`src/rtl/kw_pkg.sv`:
```
package kw_pkg;
    localparam int CNT_W  = 16;
    localparam int BYTE_W = 8;
    localparam logic [BYTE_W-1:0] WR_KEY = 8'h5A;
    localparam logic [BYTE_W-1:0] RD_TAG = 8'h69;

    // span exponents selected by the 2-bit span field
    localparam int SPAN_E0 = 15;
    localparam int SPAN_E1 = 13;
    localparam int SPAN_E2 = 9;
    localparam int SPAN_E3 = 6;

    typedef struct packed {
        logic       freeze;    // bit 7
        logic       ext_fall;  // bit 6
        logic       ext_en;    // bit 5
        logic       itv_mode;  // bit 4
        logic       zero;      // bit 3
        logic       spare;     // bit 2
        logic [1:0] span;      // bits 1:0
    } kw_ctrl_t;

    function automatic logic [CNT_W-1:0] span_mask(input logic [1:0] s);
        logic [CNT_W-1:0] one;
        one = {{(CNT_W-1){1'b0}}, 1'b1};
        case (s)
            2'd0:    span_mask = (one << SPAN_E0) - one;
            2'd1:    span_mask = (one << SPAN_E1) - one;
            2'd2:    span_mask = (one << SPAN_E2) - one;
            default: span_mask = (one << SPAN_E3) - one;
        endcase
    endfunction
endpackage

```
`src/rtl/kw_ctrl_reg.sv`:
```
module kw_ctrl_reg
    import kw_pkg::*;
(
    input  logic                clk,
    input  logic                rst,
    input  logic                wr_en,
    input  logic [2*BYTE_W-1:0] wr_data,
    output kw_ctrl_t            ctrl,
    output logic                zero_pulse,
    output logic                key_fault
);
    logic     key_ok;
    kw_ctrl_t ctrl_q;
    kw_ctrl_t wr_ctrl;

    assign key_ok     = (wr_data[2*BYTE_W-1:BYTE_W] == WR_KEY);
    assign wr_ctrl    = kw_ctrl_t'(wr_data[BYTE_W-1:0]);
    assign zero_pulse = wr_en && key_ok && wr_ctrl.zero;
    assign key_fault  = wr_en && !key_ok;

    always_ff @(posedge clk) begin
        if (rst) begin
            ctrl_q <= '0;
        end else if (wr_en && key_ok) begin
            ctrl_q      <= wr_ctrl;
            ctrl_q.zero <= 1'b0;
        end
    end

    assign ctrl = ctrl_q;
endmodule

```
`src/rtl/kw_counter.sv`:
```
module kw_counter
    import kw_pkg::*;
(
    input  logic             clk,
    input  logic             rst,
    input  logic             tick,
    input  logic             freeze,
    input  logic [1:0]       span,
    input  logic             zero_pulse,
    output logic [CNT_W-1:0] cnt,
    output logic             expire
);
    logic [CNT_W-1:0] cnt_q;
    logic [CNT_W-1:0] mask;
    logic             step;

    assign mask   = span_mask(span);
    assign step   = tick && !freeze;
    assign expire = step && !zero_pulse && ((cnt_q & mask) == mask);

    always_ff @(posedge clk) begin
        if (rst || zero_pulse || expire) begin
            cnt_q <= '0;
        end else if (step) begin
            cnt_q <= cnt_q + 1'b1;
        end
    end

    assign cnt = cnt_q;
endmodule

```
`src/rtl/kw_event.sv`:
```
module kw_event (
    input  logic clk,
    input  logic rst,
    input  logic expire,
    input  logic itv_mode,
    input  logic key_fault,
    input  logic irq_ack,
    output logic rst_req,
    output logic irq_flag
);
    logic rst_q;
    logic irq_q;

    always_ff @(posedge clk) begin
        if (rst) begin
            rst_q <= 1'b0;
            irq_q <= 1'b0;
        end else begin
            rst_q <= key_fault || (expire && !itv_mode);
            if (expire && itv_mode) begin
                irq_q <= 1'b1;
            end else if (irq_ack) begin
                irq_q <= 1'b0;
            end
        end
    end

    assign rst_req  = rst_q;
    assign irq_flag = irq_q;
endmodule

```
`src/rtl/keyed_watchdog.sv`:
```
module keyed_watchdog
    import kw_pkg::*;
(
    input  logic                clk,
    input  logic                rst,
    input  logic                tick_i,
    input  logic                wr_en_i,
    input  logic [2*BYTE_W-1:0] wr_data_i,
    input  logic                irq_ack_i,
    output logic [2*BYTE_W-1:0] rd_data_o,
    output logic                rst_req_o,
    output logic                irq_flag_o
);
    kw_ctrl_t         ctrl;
    logic             zero_pulse;
    logic             key_fault;
    logic [CNT_W-1:0] cnt_w;
    logic             expire;

    kw_ctrl_reg u_ctrl (
        .clk        (clk),
        .rst        (rst),
        .wr_en      (wr_en_i),
        .wr_data    (wr_data_i),
        .ctrl       (ctrl),
        .zero_pulse (zero_pulse),
        .key_fault  (key_fault)
    );

    kw_counter u_cnt (
        .clk        (clk),
        .rst        (rst),
        .tick       (tick_i),
        .freeze     (ctrl.freeze),
        .span       (ctrl.span),
        .zero_pulse (zero_pulse),
        .cnt        (cnt_w),
        .expire     (expire)
    );

    kw_event u_evt (
        .clk       (clk),
        .rst       (rst),
        .expire    (expire),
        .itv_mode  (ctrl.itv_mode),
        .key_fault (key_fault),
        .irq_ack   (irq_ack_i),
        .rst_req   (rst_req_o),
        .irq_flag  (irq_flag_o)
    );

    assign rd_data_o = {RD_TAG, ctrl};
endmodule

```
`config.mk`:
```
export PLATFORM = sky130hd
export DESIGN_NAME = keyed_watchdog
export DESIGN_NICKNAME = d
export VERILOG_FILES = /design/src/rtl/kw_pkg.sv /design/src/rtl/kw_ctrl_reg.sv /design/src/rtl/kw_counter.sv /design/src/rtl/kw_event.sv /design/src/rtl/keyed_watchdog.sv
export SDC_FILE = /design/constraint.sdc
export NUM_CORES = 1
export LEC_CHECK = 0
export BUFFER_PORTS_ARGS = -buffer_cell sky130_fd_sc_hd__buf_2
export CAP_MARGIN = 20
export CELL_PAD_IN_SITES_DETAIL_PLACEMENT = 0
export CELL_PAD_IN_SITES_GLOBAL_PLACEMENT = 1
export CORE_ASPECT_RATIO = 0.6
export CORE_UTILIZATION = 33
export DETAILED_ROUTE_END_ITERATION = 12
export PLACE_DENSITY_LB_ADDON = 0.1
export SYNTH_ARGS = -nofsm -noshare
export SYNTH_HDL_FRONTEND = slang
export SYNTH_SLANG_ARGS = --single-unit
```
`constraint.sdc`:
```
create_clock -name clk -period 1.6 [get_ports clk]
set_input_delay 0.08 -clock clk [delete_from_list [all_inputs] [get_ports clk]]
set_output_delay 0.08 -clock clk [all_outputs]
set_load 0.005 [all_outputs]
```
Word level (Yosys, flattened, before mapping)
Index checks and enable logic that the tools add are counted.

Register bits: 25. Input port bits: 21. Output and inout port bits: 18. Logic and storage cells: 35.

Add/subtract/negate cells: 1. Equality and inequality tests: 4. Muxes and demuxes: 3. Bitwise operators: 1. Reduce and logical (&&, ||, !) cells: 17.

Operators with widths (number): $pmux W15 S3 (1); $add A16 B1 Y16 const B (1); $and A16 B15 Y16 (1); $eq A16 B15 Y1 (1); $eq A8 B7 Y1 const B (1); $logic_and A1 B1 Y1 (8); $logic_not A1 Y1 (4); $logic_or A1 B1 Y1 (3); $eq A2 B1 Y1 const B (1); $eq A2 B2 Y1 const B (1); $logic_not A2 Y1 (1); $mux W1 (2); $reduce_bool A2 Y1 (1).

Logic depth before layout (Yosys ltp)
Depth after elaboration: 8. Depth in mapped cells: 6. Mapped depth without buffers: 5.

Hierarchy
From an unflattened synthesis, not the netlist that was laid out.

Cell total of the unflattened synthesis: 142. Area total of the unflattened synthesis: 1318.8 sq um.

By module, submodules not included: kw_counter (times used 1, cells each 87, area each 803.3 sq um); kw_ctrl_reg (times used 1, cells each 37, area each 374.1 sq um); kw_event (times used 1, cells each 8, area each 73.8 sq um); keyed_watchdog (times used 1, cells each 10, area each 67.6 sq um).

Worst setup path after synthesis
No wires, ideal clock.

Kind: reg2reg. Start: register u_cnt.cnt_q[0] (netlist: u_cnt.cnt[0]). End: register u_cnt.cnt_q[9] (netlist: u_cnt.cnt[9]). Library setup time: 0.115 ns. Arrival time: 1.422 ns. Data required time: 1.485 ns. Slack: 0.063 ns. Stages on the path, launching flop included: 7. Clock period less this slack: 1.537 ns. Path through: dfxtp_1 > ha_1 > nand4b_1 > a211o_2 > o21ai_2 > buf_4 > nor2_1.

Longest elaborated chain between the ends: 4. Elaborated cells on any way between the ends: 5. Classes of those cells: 1 x add/sub; 1 x eq/ne; 1 x bitwise; 2 x reduce/logical.

Ends and longest elaborated chain: start: declaration (RTL line kw_counter.sv:13) `logic [CNT_W-1:0] cnt_q;`; start signal: assignment (RTL line kw_counter.sv:25) `cnt_q <= cnt_q + 1'b1;`; branches (longest 4 deep; another with $add A16 B1 Y16).

Parallel ways; which one is timed is not known. A chain may end at the register's enable or synchronous reset.

Final worst setup path
Start: register u_cnt.cnt_q[3] (netlist: u_cnt.cnt[3]). End: register u_cnt.cnt_q[13] (netlist: u_cnt.cnt[13]).

The elaborated chain is that of the path after synthesis.

==> impl_metrics.env <==
export IMPL_run_status="finished clean"
export IMPL_initial_antenna_violation_count=0
export IMPL_floorplan_initialDensity_pct=35.79
export IMPL_gp_routability_congestion=0.7229
export IMPL_logic_depth_of_the_worst_register_to_register_path=4
export IMPL_post_cts_hold_buffer_count=0
export IMPL_grt_remaining_overflow=0
export IMPL_totalPowerFinal_mw=1.099
export IMPL_finalSetupViolCount=0
export IMPL_grt_util_all_layers_pct=13.73
export IMPL_yosys_warnings=0
export IMPL_route_detailed_drc=0
export IMPL_worstSetupPathType="register to register"
export IMPL_maximum_number_of_pins_on_one_net_before_global_route_repair=16
export IMPL_max_slew_violations=0
export IMPL_cts_buffers=3
export IMPL_die_width_um=79.97
export IMPL_clk_pin_slew_ps=90
export IMPL_final_layout_size_suffix_gt1_share_pct=32.14
export IMPL_floorplan_io_pins=39
export IMPL_clock_fmax_mhz=651.0
export IMPL_timing_critical_path_buf_inv=0
export IMPL_clock_sinks=24
export IMPL_power_per_cell_area_mw_per_mm2=749.6
export IMPL_htree_num_levels=1
export IMPL_post_synth_instance_area_mm2=0.001204
export IMPL_finalHoldViolations=0
export IMPL_dpl_hpwl_mm=1.884
export IMPL_irDropWorstVdd_v=0.0003891
export IMPL_crit_cells=4
export IMPL_wl_per_cell_um=11.11
export IMPL_grt_first_pass_wirelength_mm=4.029
export IMPL_wl_mm=2.367
export IMPL_floorplan_die_area_mm2=0.003901
export IMPL_synthCells=133
export IMPL_fin_skew_ps=9.645
export IMPL_timing_critical_path_slowest_cell_delay_ps=420
export IMPL_vias_per_cell=4.479
export IMPL_ant_nets=0
export IMPL_cts_buffer_depth=2
export IMPL_drv_max_cap_violation_count=0
export IMPL_fin_crit_sh_pct=96.00
export IMPL_grt_pass1_vias=886
export IMPL_finalWorstPathRequiredPeriod_ps=1536
export IMPL_clock_tree_root_cell="sky130_fd_sc_hd__clkbuf_8"
export IMPL_antenna_cells=0
export IMPL_netlist_cell_type_count=36
export IMPL_num_rows=16
export IMPL_cp_end_kind="register"
export IMPL_finalNetCount=191
export IMPL_ys_ff_latch=24
export IMPL_coreArea_mm2=0.003363
export IMPL_synth_avg_cell_area_um2=9.050
export IMPL_grt_setup_unrepaired="no"
export IMPL_dr_total_vias=954
export IMPL_io_buffer_count=29
export IMPL_critPathTopFamily="simple AND/OR/NAND/NOR gates"
export IMPL_detailedRoute_firstPassIterationCount=4
export IMPL_layout_commonest_cell="sky130_fd_sc_hd__buf_2"
export IMPL_worst_setup_path_start_kind="register"
export IMPL_clock_latency_ps=270
export IMPL_commonest_non_fill_non_tap_cells_in_the_layout="29 x sky130_fd_sc_hd__buf_2, 23 x sky130_fd_sc_hd__dfxtp_1, 22 x sky130_fd_sc_hd__nor2_1"
export IMPL_cts_tree="built"
export IMPL_path_cells="nand3_2 > or3_4 > or4_4 > a21oi_2"
export IMPL_area_delta_synth_final_pct=21.83
export IMPL_worstHoldPathType="primary input to register"
export IMPL_sequential_share_of_the_synthesized_area_pct=39.92
export IMPL_cp_slowest_cell="sky130_fd_sc_hd__or3_4"
export IMPL_detailedRoute_firstIterationViolations=52
export IMPL_timing_critical_path_required_ps=1810
export IMPL_fin_tns_setup_ps=0
export IMPL_critical_path_arrival_ps=1750
export IMPL_worst_hold_path_num_cells=3
export IMPL_leakage_power_figure_nw=0.6333
export IMPL_die_height_um=48.78
export IMPL_critical_path_peak_fanout=4
worst min-delay path, cell delays in order:
cell and delay (ps):
sky130_fd_sc_hd__buf_2 80, sky130_fd_sc_hd__mux2i_1 50, sky130_fd_sc_hd__nor2_1 70
per-stage QoR:
stage          setup slack (ps)  cells  instance area [um2]  hold WS (ps)  utilization [%]
2_1_floorplan             63.02    140                 1230         223.9                -
3_3_place_gp              68.39    209                 1410         315.8            41.93
3_5_place_dp              64.45    209                 1410         323.9            41.93
4_1_cts                   53.03    213                 1465         39.16            43.56
5_1_grt                   9.691    213                 1466         54.77            43.60
6_report                  63.97    213                 1466         45.87            43.60
flip-flops by register name, summed over array words and instances, names as in the netlist:
name	cells
u_evt.irq_flag	1
u_ctrl.ctrl	7
u_cnt.cnt	15
u_evt.rst_req	1
synthesized netlist by cell type:
cell,count,area share [%]
sky130_fd_sc_hd__a211o_2,1,0.83
sky130_fd_sc_hd__a21oi_1,5,2.1
sky130_fd_sc_hd__a21oi_2,1,0.73
sky130_fd_sc_hd__a31o_2,3,2.2
sky130_fd_sc_hd__a41oi_1,1,0.73
sky130_fd_sc_hd__and4_1,1,0.73
sky130_fd_sc_hd__and4b_1,1,0.83
sky130_fd_sc_hd__and4bb_2,2,2.1
sky130_fd_sc_hd__buf_1,1,0.31
sky130_fd_sc_hd__buf_4,12,7.5
sky130_fd_sc_hd__conb_1,2,0.62
sky130_fd_sc_hd__dfxtp_1,24,40
sky130_fd_sc_hd__ha_1,1,1.0
sky130_fd_sc_hd__inv_1,5,1.6
sky130_fd_sc_hd__mux2i_1,8,6.7
sky130_fd_sc_hd__nand2_1,6,1.9
sky130_fd_sc_hd__nand2b_1,2,1.0
sky130_fd_sc_hd__nand3_1,4,1.7
sky130_fd_sc_hd__nand3_2,1,0.83
sky130_fd_sc_hd__nand3b_4,1,1.7
sky130_fd_sc_hd__nand4_1,2,1.0
sky130_fd_sc_hd__nand4b_1,1,0.73
sky130_fd_sc_hd__nor2_1,22,6.9
sky130_fd_sc_hd__nor2b_1,1,0.52
sky130_fd_sc_hd__nor3_1,3,1.2
sky130_fd_sc_hd__nor3b_1,1,0.62
sky130_fd_sc_hd__nor4_1,2,1.0
sky130_fd_sc_hd__o21ai_0,2,0.83
sky130_fd_sc_hd__o21ai_2,1,0.73
sky130_fd_sc_hd__o31a_1,1,0.73
sky130_fd_sc_hd__o31ai_1,1,0.62
sky130_fd_sc_hd__or3_1,2,1.0
sky130_fd_sc_hd__or3_4,1,0.94
sky130_fd_sc_hd__or4_4,1,0.94
sky130_fd_sc_hd__xnor2_1,8,5.8
sky130_fd_sc_hd__xor2_1,2,1.5
what timing repair did:
item / CTS / global route
resized for setup: 0 / 1
buffers inserted: 0 / 0
setup endpoints to repair: 0 / 14
path summary, 6_finish.rpt:
path	startpoint	to	slack, ps
max	u_cnt.cnt[3]	u_cnt.cnt[13]	60
min	wr_data_i[2]	u_ctrl.ctrl[2]	50
max reg2reg	u_cnt.cnt[3]	u_cnt.cnt[13]	60
min reg2reg	u_ctrl.ctrl[2]	u_ctrl.ctrl[2]	490
where the power goes:
part           internal, mW  leakage, nW  total (mW)  switching [mW]
Combinational        0.0388        0.410      0.0750          0.0362
Clock                 0.220       0.0288       0.414           0.194
Sequential            0.604        0.194       0.610         0.00550
cells by family after synthesis:
group	share of synthesized area [%]
mux	6.653
compound gates	9.460
other cells	0.6239
xor+xnor	7.277
fa+ha+maj	1.039
flops	39.92
simple gates	25.68
buf+inv	9.356
per-layer routing:
layer  GRT usage, %  up-vias  routed length, um
li1               -      510                  -
met1          18.81      422               1282
met2          20.23       18                945
met3          4.673        4                110
met4          4.464        0                 29
met5              0        -                  0
area by class of cell:
| type | count | area, um2 |
|---|---|---|
| fill | 350 | 1897 |
| inverter | 5 | 18.77 |
| timing repair buffer | 37 | 217.7 |
| sequential | 24 | 481.7 |
| clock buffer | 4 | 55.05 |
| multi-input combinational | 98 | 636.9 |
| tap | 45 | 56.30 |
No activity file was read; power rests on OpenSTA's default activity.
